<file path="config.mk">
export PLATFORM = sky130hd
export DESIGN_NAME = serial_pad_port
export DESIGN_NICKNAME = d
export VERILOG_FILES = /design/src/rtl/serial_pad_port.sv
export SDC_FILE = /design/constraint.sdc
export NUM_CORES = 1
export LEC_CHECK = 0
export BUFFER_PORTS_ARGS = -buffer_cell sky130_fd_sc_hd__buf_4
export CAP_MARGIN = 20
export CORE_AREA = 5 5 42 44
export CTS_BUF_LIST = sky130_fd_sc_hd__clkbuf_2
export DETAILED_ROUTE_END_ITERATION = 8
export DIE_AREA = 0 0 47 49
export GPL_TIMING_DRIVEN = 0
export PLACE_DENSITY = 0.56
export SYNTH_ARGS = -nofsm -noshare
export SYNTH_HDL_FRONTEND = slang
export SYNTH_SLANG_ARGS = --single-unit
</file>
<file path="constraint.sdc">
create_clock -name clk -period 1.2 [get_ports clk]
set_input_delay 0.12 -clock clk [delete_from_list [all_inputs] [get_ports clk]]
set_output_delay 0.12 -clock clk [all_outputs]
set_load 0.1 [all_outputs]
</file>
<file path="src/rtl/serial_pad_port.sv">
module serial_pad_port #(
  parameter int NBITS       = 8,
  parameter bit EVERY_CYCLE = 1'b0
) (
  input  logic             clk,
  input  logic             rst_n,
  input  logic [NBITS-1:0] btn_i,
  input  logic             strobe_i,
  input  logic             sel_i,
  input  logic             rd_i,
  output logic             data_o
);
  localparam logic [NBITS-1:0] ALL_ONES = '1;

  logic [NBITS-1:0] sr;
  logic             hit;
  logic             hit_q;
  logic             shift_en;

  assign hit = sel_i & rd_i;

  generate
    if (EVERY_CYCLE) begin : g_every
      assign shift_en = hit;


      every_cycle_shift_chk: assert property (@(posedge clk) disable iff (!rst_n)
        hit && !strobe_i && sr != ALL_ONES |=> sr != $past(sr));
    end else begin : g_first
      assign shift_en = hit & ~hit_q;


      run_single_shift_chk: assert property (@(posedge clk) disable iff (!rst_n)
        hit_q && hit && !strobe_i |=> $stable(sr));
    end
  endgenerate

  always_ff @(posedge clk or negedge rst_n) begin
    if (!rst_n) begin
      sr    <= ALL_ONES;
      hit_q <= 1'b0;
    end else begin
      hit_q <= hit;
      if (strobe_i)
        sr <= btn_i;
      else if (shift_en)
        sr <= {1'b1, sr[NBITS-1:1]};
    end
  end

  assign data_o = strobe_i ? btn_i[0] : sr[0];


  strobe_load_chk: assert property (@(posedge clk) disable iff (!rst_n)
    strobe_i |=> sr == $past(btn_i));


  drained_stays_ones_chk: assert property (@(posedge clk) disable iff (!rst_n)
    !strobe_i && sr == ALL_ONES |=> sr == ALL_ONES);


  idle_hold_chk: assert property (@(posedge clk) disable iff (!rst_n)
    !strobe_i && !hit |=> $stable(sr));


  fill_top_chk: assert property (@(posedge clk) disable iff (!rst_n)
    !strobe_i && hit |=> sr[NBITS-1]);
endmodule

</file>
==> impl_metrics.toml <==
[status]
run_status = "finished, violations left"
violations = "setup timing"

[worst_hold_path]
min_delay_worst_endpoint = "sr[7]"
min_path_type = "input pin to register"
min_from = "btn_i[7]"
min_path_cells = 3

[detailed_routing]
drt-pass1-iter-count = 4
wire_per_inst_um = 11.6
final_antenna_net_count = 0
vias = 385
wl_um = 926
drt_iter0_markers = 2
vias_per_cell = 4.81
drc = 0

[worst_setup_path]
crit_chain = "mux2_4 -> buf_12"
reg2reg_to = "sr[0]"
rr_startpoint = "hit_q"
criticalPathCategory = "register to output port"
cp_slowest_cell = "dfstp_2"
cp_data_arrival_time_ps = 1110
startpoint_type = "register"
slowest_delay_ps = 540
end_kind = "output port"
critPathMaxFanout = 2
required_ps = 1080
rrSetupSlack_ps = 190
reg2reg_depth = 4

[die]
io_pins = 14
die-area_um2 = 2300
fp.dieW_um = 47
rows = 14
core_area_um2 = 1400
die_h_um = 49
start_util_pct = 35.3

[clock_network]
clockBufferDepth = 2
root_buffer = "clkbuf_2"
insertion_delay_ps = 250
postCtsSetupBuffers = 0
cts_buffers = 3
cts_max_level = 1
cts_tree = "done"
clock-sinks = 9
path_clk_slew_ps = 100

[sta]
fin_crit_sh_pct = 102
setup_viol = 1
worst_pin_slew_ps = 306
fin_ws_ps = -29.7
drv_slew = 0
relSlewSlack_pct = 79.5
timing.setup.tns_ps = -29.7
post-route-min-period_ps = 1230
report.final.hold_viol_count = 0
rsz0062_at_grt = "yes"
finalClockSkew_ps = 1.64
fmax_mhz = 813

[synthesis]
netlist_instances = 46
avgSynthCellArea_um2 = 10.7
ys_seq_elements = 9
synth.distinct_cells = 14
synth_area_um2 = 494
yosys_warnings = 0
synth.net_count = 59
ys_seq_area_share_pct = 47.6

[pwr]
p_switching_uw = 230
p_sw_share_pct = 30.7
peakVddDrop_mv = 0.641
intPower_uw = 519
power_density_nw_per_um2 = 1140
comb_power_share_pct = 24.8
pwr-share-clk_pct = 25.4
power_uw = 749
power_frac_seq_pct = 49.8
leakagePower_uw = 0.000289

[layout]
final_cell_mix = "14 x a21oi_2, 13 x buf_4, 8 x nand2_1, 8 x dfstp_2, 6 x nor2b_1"
antenna_cells = 0
final_core_util_pct = 47.0
nNetsFinal = 78
drive_gt1_share_pct = 65.6
seqCellArea_um2 = 235
layout_commonest_cell = "a21oi_2"
num-fill-cells = 148
syn2layout_area_growth_pct = 33.2
layout.cells.non_filler = 80
multi_input_area_um2 = 244

[grt]
grt_max_degree = 11
grt_overflow = 0
antenna_found_initial = 0
grt_use_total_pct = 10.3
grt_pass1_vias = 386
grt_pass1_wl_mm = 1.63

[place]
dp_slack_ps = 163
port_buffers = 13
dp.final_hpwl_um = 678
dp.cells = 75
place_congestion = 0.645

[job]
maxCapViolations = 0
-- cell usage after synthesis, drive strengths merged --
master   n  area [µm²]
and2     1        6.26
mux2     1        11.3
buf      2        18.8
nor2b    6        37.5
a21oi   14         123
nand3b   1        7.51
dfrtp    1        25.0
dfstp    8         210
and2b    1        7.51
nand2    8        30.0
and3b    1        8.76
nor2     1        3.75
o21ai    1        5.00
-- power by group through the flow --
stage / registers, µW / clock network [µW] / logic [µW]
floorplan: 374 / 0 / 116
global placement: 377 / 0 / 172
detailed placement: 377 / 0 / 173
CTS: 373 / 198 / 189
global route: 377 / 223 / 203
finish: 373 / 190 / 186
-- metrics by stage --
| step | hold slack, ps | instance area [µm²] |
|---|---|---|
| floorplan | -176 | 494 |
| global placement | -50.4 | 612 |
| detailed placement | -53.3 | 612 |
| CTS | 65.6 | 658 |
| global route | 42.2 | 658 |
| finish | 72.8 | 658 |
-- worst max-delay path by stage --
stage                     start      to  slack, ps  depth (start not counted)
after detailed placement  sr[0]  data_o        160                          2
final                     sr[0]  data_o        -30                          2
after global placement    sr[0]  data_o        160                          2
after global routing      sr[0]  data_o       -100                          2
after floorplan           sr[0]  data_o        100                          1
after CTS                 sr[0]  data_o        -40                          2
-- worst max-delay path, delay by kind of cell (launching register included) --
kind / cells / cell delay, ps
flip-flops: 1 / 540
buffers and inverters: 1 / 160
multiplexers: 1 / 150
-- cell families (layout without fill, tap and decap cells) --
group	count (synthesis)	count (layout)	synth area share (%)
AND/OR/NAND/NOR	19	19	20.5
AO/OA/AOI/OAI	15	15	25.8
flip-flops	9	9	47.6
buffers and inverters	2	20	3.80
multiplexers	1	1	2.28
-- layout make-up --
class / instances / area share (%)
clock buffers: 3 / 2.28
well taps: 16 / 3.04
repair buffers: 14 / 18.3
clock inverters: 1 / 0.760
flip-flops and latches: 9 / 35.7
plain buffers: 2 / 2.85
multi-input cells: 35 / 37.1
-- state kept, by name (all words and copies together) (netlist names) --
name and cells:
hit_q 1, sr 8
-- what timing repair did --
action                                  4_1_cts  5_1_grt
hold endpoints to repair                      9        0
pin swaps                                     0        0
endpoints found under the setup margin        1        1
resized for setup                             4        0
hold buffers                                  1        0
-- layer usage --
metal / up-vias / part of all wire [%] / GRT usage [%]
met1: 171 / 43 / 11.8
li1: 190 / - / -
met5: - / 0 / 0
met4: 0 / 1.6 / 5.53
met3: 4 / 9.9 / 6.64
met2: 20 / 45 / 14.3
No activity file was read; power rests on OpenSTA's default activity.
